$ cat config.mk
export PLATFORM = sky130hd
export DESIGN_NAME = dualrail_completion
export DESIGN_NICKNAME = d
export VERILOG_FILES = /design/src/rtl/drc_pkg.sv /design/src/rtl/drc_rail_decode.sv /design/src/rtl/drc_celem.sv /design/src/rtl/drc_ctree.sv /design/src/rtl/dualrail_completion.sv
export SDC_FILE = /design/constraint.sdc
export NUM_CORES = 1
export LEC_CHECK = 0
export ABC_AREA = 0
export BUFFER_PORTS_ARGS = -buffer_cell sky130_fd_sc_hd__clkbuf_2
export CORE_AREA = 2 2 39 41
export DETAILED_ROUTE_END_ITERATION = 12
export DIE_AREA = 0 0 41 43
export GPL_TIMING_DRIVEN = 0
export PLACE_DENSITY_LB_ADDON = 0.3
export SETUP_SLACK_MARGIN = 0.05
export SYNTH_ARGS = -nofsm -noshare
export SYNTH_HDL_FRONTEND = slang
export SYNTH_SLANG_ARGS = --single-unit
$ cat constraint.sdc
create_clock -name clk -period 1 [get_ports clk]
set_clock_uncertainty 0.2 [all_clocks]
set_input_delay 0.2 -clock clk [delete_from_list [all_inputs] [get_ports clk]]
set_output_delay 0.2 -clock clk [all_outputs]
set_load 0.005 [all_outputs]
$ cat src/rtl/drc_pkg.sv
package drc_pkg;

  // number of C-element levels needed to merge n presence flags
  function automatic int tree_levels(input int n);
    return (n <= 1) ? 1 : $clog2(n);
  endfunction

  // a bit is present when either rail is high
  function automatic logic pair_present(input logic t, input logic f);
    return t | f;
  endfunction

  // both rails high is not a codeword
  function automatic logic pair_illegal(input logic t, input logic f);
    return t & f;
  endfunction

  // next state of a two-input Muller C-element
  function automatic logic c_next(input logic a, input logic b, input logic q);
    return (a & b) | (q & (a | b));
  endfunction

endpackage

$ cat src/rtl/drc_rail_decode.sv
module drc_rail_decode
  import drc_pkg::*;
#(
  parameter int N = 8
) (
  input  logic [N-1:0] rail_t,
  input  logic [N-1:0] rail_f,
  output logic [N-1:0] present,
  output logic [N-1:0] illegal
);

  for (genvar i = 0; i < N; i++) begin : g_bit
    assign present[i] = pair_present(rail_t[i], rail_f[i]);
    assign illegal[i] = pair_illegal(rail_t[i], rail_f[i]);
  end

endmodule

$ cat src/rtl/drc_celem.sv
module drc_celem
  import drc_pkg::*;
(
  input  logic clk,
  input  logic rst_n,
  input  logic a,
  input  logic b,
  output logic q
);

  always_ff @(posedge clk or negedge rst_n) begin
    if (!rst_n) q <= 1'b0;
    else        q <= c_next(a, b, q);
  end

endmodule

$ cat src/rtl/drc_ctree.sv
module drc_ctree
  import drc_pkg::*;
#(
  parameter int N = 8
) (
  input  logic         clk,
  input  logic         rst_n,
  input  logic [N-1:0] flags,
  output logic         root
);

  localparam int LVL = tree_levels(N);
  localparam int W   = 1 << LVL;

  // leaves, padded to a power of two by repeating the top flag
  logic [W-1:0] leaf;
  // heap-ordered node states, node 1 is the root
  logic [W-1:1] node;

  for (genvar i = 0; i < W; i++) begin : g_leaf
    if (i < N) begin : g_real
      assign leaf[i] = flags[i];
    end else begin : g_pad
      assign leaf[i] = flags[N-1];
    end
  end

  for (genvar j = 1; j < W; j++) begin : g_node
    logic in_a, in_b;
    if (2 * j < W) begin : g_inner
      assign in_a = node[2*j];
      assign in_b = node[2*j+1];
    end else begin : g_edge
      assign in_a = leaf[2*j-W];
      assign in_b = leaf[2*j+1-W];
    end
    drc_celem u_c (
      .clk  (clk),
      .rst_n(rst_n),
      .a    (in_a),
      .b    (in_b),
      .q    (node[j])
    );
  end

  assign root = node[1];

endmodule

$ cat src/rtl/dualrail_completion.sv
module dualrail_completion
  import drc_pkg::*;
#(
  parameter int N = 8
) (
  input  logic         clk,
  input  logic         rst_n,
  input  logic [N-1:0] rail_t,
  input  logic [N-1:0] rail_f,
  output logic         done,
  output logic         err
);

  // named events for the checker
  logic [N-1:0] bit_ok;
  logic [N-1:0] bad_bit;
  logic         err_q;

  drc_rail_decode #(.N(N)) u_dec (
    .rail_t (rail_t),
    .rail_f (rail_f),
    .present(bit_ok),
    .illegal(bad_bit)
  );

  drc_ctree #(.N(N)) u_tree (
    .clk  (clk),
    .rst_n(rst_n),
    .flags(bit_ok),
    .root (done)
  );

  always_ff @(posedge clk or negedge rst_n) begin
    if (!rst_n) err_q <= 1'b0;
    else        err_q <= err_q | (|bad_bit);
  end

  assign err = err_q;

endmodule

# Word-level counts from Yosys, hierarchy flattened
# Cells that the tools add are included.
dict set report classes {
  n_reduce_logical 1
  bitwise_logic 45
}
# op n
set op_table {}
lappend op_table {{$or 1x1->1} 23}
lappend op_table {{$and 1x1->1} 22}
lappend op_table {{$reduce_or 8->1} 1}
dict set report word_totals {
  regBits 8
}

# Depth between registers and ports, before layout
dict set report depth {
  depth_word 4
  depth_mapped 3
  mapped_depth_nobuf 3
}

# Cells and area by module
# From an unflattened synthesis, not the netlist that was laid out.
dict set report hier_totals {
  cells_unflattened 35
  area_unflattened_um2 409.1
}
# mod area_per_inst_um2 cells_per_inst seq_area_each_um2 n_inst
set by_module_without_submodules {}
lappend by_module_without_submodules {drc_celem 36.3 2 25.0 7}
lappend by_module_without_submodules {drc_rail_decode 110.1 16 0.0 1}
lappend by_module_without_submodules {dualrail_completion 45.0 5 25.0 1}

# Worst setup path after synthesis
# No wires, ideal clock.
dict set report synth_timing {
  kind {reg2reg}
  startpoint {reg u_tree.g_node[1].u_c.q}
  endpoint {reg u_tree.g_node[1].u_c.q}
  synth_period_minus_slack_ps 1039
  path_slack_ps -39
  arrival_time_ps 708
  stages_incl_launch_ff 2
  n_path_buf 0
  cell_sequence {dfrtp_1 maj3_1}
}
dict set report synth_between {
  elab_chain_len 2
}
# item line
set synth_rtl {}
lappend synth_rtl {{start: declaration} drc_celem.sv:8} ;# output logic q
lappend synth_rtl {{start signal: assignment} drc_celem.sv:13} ;# else q <= c_next(a, b, q);
lappend synth_rtl {{$and 1x1->1} drc_pkg.sv:20} ;# return (a & b) | (q & (a | b));
lappend synth_rtl {{$or 1x1->1} drc_pkg.sv:20}
# Every way passes these cells.

# Final worst setup path
dict set report layout_timing {
  startpoint {reg err_q (netlist: err)}
  endpoint {out err}
}
# item line
set layout_lines {}
lappend layout_lines {{start: declaration} dualrail_completion.sv:17} ;# logic err_q;
lappend layout_lines {{start signal: assignment} dualrail_completion.sv:35} ;# else err_q <= err_q | (|bad_bit);
lappend layout_lines {{end: declaration} dualrail_completion.sv:11} ;# output logic err
# No word-level cell between the ends.

==> summary.txt <==
Run status
  – Result of the run: complete, but fails checks
  – Violations in the final reports: setup timing

Synth
  – Synthesized area per cell: 12.42 um2
  – Seq cells post-synth: 8
  – Fraction of post-synthesis cell area in the top cell type by area: 57.55%
  – Top area cells in the synthesized netlist: dfrtp_1, maj3_1, o41ai_1, o22ai_1, a221oi_2
  – Synth Net Count: 46
  – Synthesized instance count: 28
  – Async set-reset flop share out of synthesis: 100.0%
  – Number of warnings printed during yosys synthesis: 0
  – Leading post-synthesis cells by instance count: dfrtp_1, nand2_1, maj3_1, o22ai_1, o41ai_1
  – Number of flops mapped to enable cells by yosys: 0
  – Seq/Total Area, Yosys: 57.55%
  – Netlist cell types: 12
  – Most frequently used flop master after synthesis: dfrtp_1
  – Most common cell in the netlist: dfrtp_1
  – Most area-hungry cell type in the Yosys netlist: dfrtp_1
  – Post-synthesis instance area: 347.8 um2

Detailed routing
  – TritonRoute pass-1 iters: 4
  – Wirelength, routed: 730 um
  – Vias per Instance: 4.882
  – Drt drc: 0
  – Avg WL per Cell: 10.74 um
  – Number of violations reported at the end of detailed-routing iteration 0: 1
  – Number of routed nets with antenna violations: 0
  – Vias after detailed routing: 332

Clock tree
  – Clock Pin Slew Worst Setup and Hold Paths: 50 ps
  – TritonCTS clock tree: built
  – Insertion delay of the later-clocked pin in the worst-skew pair: 250 ps
  – Clock root buffer: clkbuf_4
  – Total number of H-tree levels: 1
  – CTS Buf Count: 3
  – Total clock sinks: 8
  – Maximum clock path buffer count: 2

Critical path
  – CP Data Arrival Time: 750 ps
  – Type of the worst setup path: flop to output port
  – Setup crit end kind: output port
  – Category of cells accounting for the largest share of critical-path delay: flip-flops
  – Required time of the critical path: 600 ps
  – Max stage delay cell, worst path: dfrtp_1
  – Worst path buffer plus inverter count: 1
  – Crit-path max FO: 2
  – Chain of cells forming the critical path: clkbuf_2
  – Nature of the critical path startpoint: flop
  – Maximum single-stage delay on the critical path: 390 ps

Pwr
  – Static leakage: 0.2058 nW
  – Worst vdd rail ir drop: 710.9 uV
  – Cell Pwr Density: 1267 nW/um2

STA
  – Post-route fraction of the period consumed by the critical path: 114.9%
  – Crit path setup slack, layout: -148.9 ps
  – Unrepaired setup endpoints after global routing: true
  – Number of max-slew violations in the final report: 0
  – Slew HR: 80.97%
  – Final critical delay including setup and external delays: 1149 ps
  – Final hold violation count: 0
  – Setup violations, final: 5
  – Max Freq: 0.8704 GHz
  – Pin slew with the least headroom to its limit: 281.8 ps

Final layout
  – # nets final: 72
  – Area used by multi-input combinational logic: 162.7 um2
  – Share of layout cells above drive strength 1: 55.77%
  – Final standard cell count with taps included and fillers excluded: 68
  – FF/Latch Area: 200.2 um2
  – Area growth syn-to-layout: 50.00%
  – Final Core Density: 37.70%
  – Number of diodes: 0
  – Number of filler cells placed in the layout: 142

Placement
  – Number of input and output port buffers inserted: 19
  – Placed Cells incl. Taps: 63
  – Final RePlAce weighted congestion: 0.6910

Job
  – Number of max-cap violations: 0

Floorplanning
  – Effective utilization at floorplan: 25.14%
  – Die Footprint: 1763 um2
  – Number of top-level pins: 20
  – Die Y: 43 um
  – Number of placement rows: 14
  – Die width: 41 um
  – Area of the placeable core: 1384 um2

Worst hold path
  – Path class of the lowest-slack min-delay path: input pin to flop

Global routing
  – Overall global routing resource usage: 9.514%
  – Vias in the first global route: 302
  – Global-route wire length before repair: 1.110 mm
  – Remaining global-route overflow: 0
  – Number of antenna violations at the first check in global routing: 0
  – Largest net degree at the start of global routing: 9
path summary, 6_finish.rpt:
check,to,startpoint,cells after the start,slack (ps)
max in group asynchronous,u_tree.g_node[7].u_c.q,rst_n,2,300
setup reg to reg,u_tree.g_node[1].u_c.q,u_tree.g_node[2].u_c.q,1,-10
hold / removal,u_tree.g_node[6].u_c.q,rail_t[5],3,4
setup / recovery,err,err,1,-150
min in group asynchronous,u_tree.g_node[4].u_c.q,rst_n,2,130
hold reg to reg,u_tree.g_node[5].u_c.q,u_tree.g_node[5].u_c.q,2,300
final cells by class:
type	instances	share of cell area, %
clock buffer	3	4.317
sequential	8	38.37
tap	16	3.837
timing repair buffer	21	22.30
multi-input combinational	20	31.18
registers in the layout, indices dropped and copies added (netlist names):
name and flops:
u_tree.g_node.u_c.q 7, err 1
cells by family (layout without fill, tap and decap cells):
kind of cell | after synthesis | in the layout | share of synthesized area (%)
adder cells (fa/ha/maj) | 3 | 3 | 8.633
buffers and inverters | 0 | 24 | 0
AND/OR/NAND/NOR | 5 | 5 | 5.753
AO/OA/AOI/OAI | 12 | 12 | 28.06
flip-flops | 8 | 8 | 57.55
repair_timing:
action	in CTS	in global routing
hold endpoints to repair	11	0
gates cloned	0	0
gates resized for setup	1	2
buffers inserted	0	1
setup endpoints to repair	6	7
hold buffers	1	0
power by group:
part | switching (mW) | total (mW) | internal, mW
registers | 0.00430 | 0.334 | 0.330
logic | 0.0438 | 0.0900 | 0.0462
clock network | 0.0998 | 0.236 | 0.137
total | 0.148 | 0.661 | 0.513
metrics by stage:
stage | setup TNS (ps) | power (mW) | setup WS, ps | area (um2) | hold WS [ps]
2_1_floorplan | 0 | 0.3650 | 18.78 | 351.6 | -295.6
3_3_place_gp | -356.9 | 0.4230 | -163.8 | 466.7 | -148.2
3_5_place_dp | -390.3 | 0.4238 | -158.1 | 466.7 | -145.7
4_1_cts | -338.6 | 0.6753 | -147.3 | 506.7 | -8.428
5_1_grt | -521.7 | 0.7025 | -180.8 | 521.8 | 6.010
6_report | -304.1 | 0.6609 | -148.9 | 521.8 | 3.808
placed cells by master, fill, tap and decap left out, drive strengths merged:
cell type / netlist / routed
nand2: 4 / 4
a21oi: 1 / 1
nand3: 1 / 1
o21ai: 1 / 1
maj3: 3 / 3
a222oi: 1 / 1
o22ai: 3 / 3
dlygate4sd3: 0 / 1
clkbuf: 0 / 22
a221oi: 1 / 1
o41ai: 3 / 3
dfrtp: 8 / 8
buf: 0 / 1
o32ai: 1 / 1
a22o: 1 / 1
routing by layer:
metal / vias to the layer above / GRT usage [%] / wire length [um]
met5: - / 0 / 0
met4: 0 / 0 / 0
met3: 0 / 7.853 / 52
met2: 6 / 15.31 / 402
met1: 157 / 9.901 / 276
li1: 169 / - / -
No activity file was read; power rests on OpenSTA's default activity.
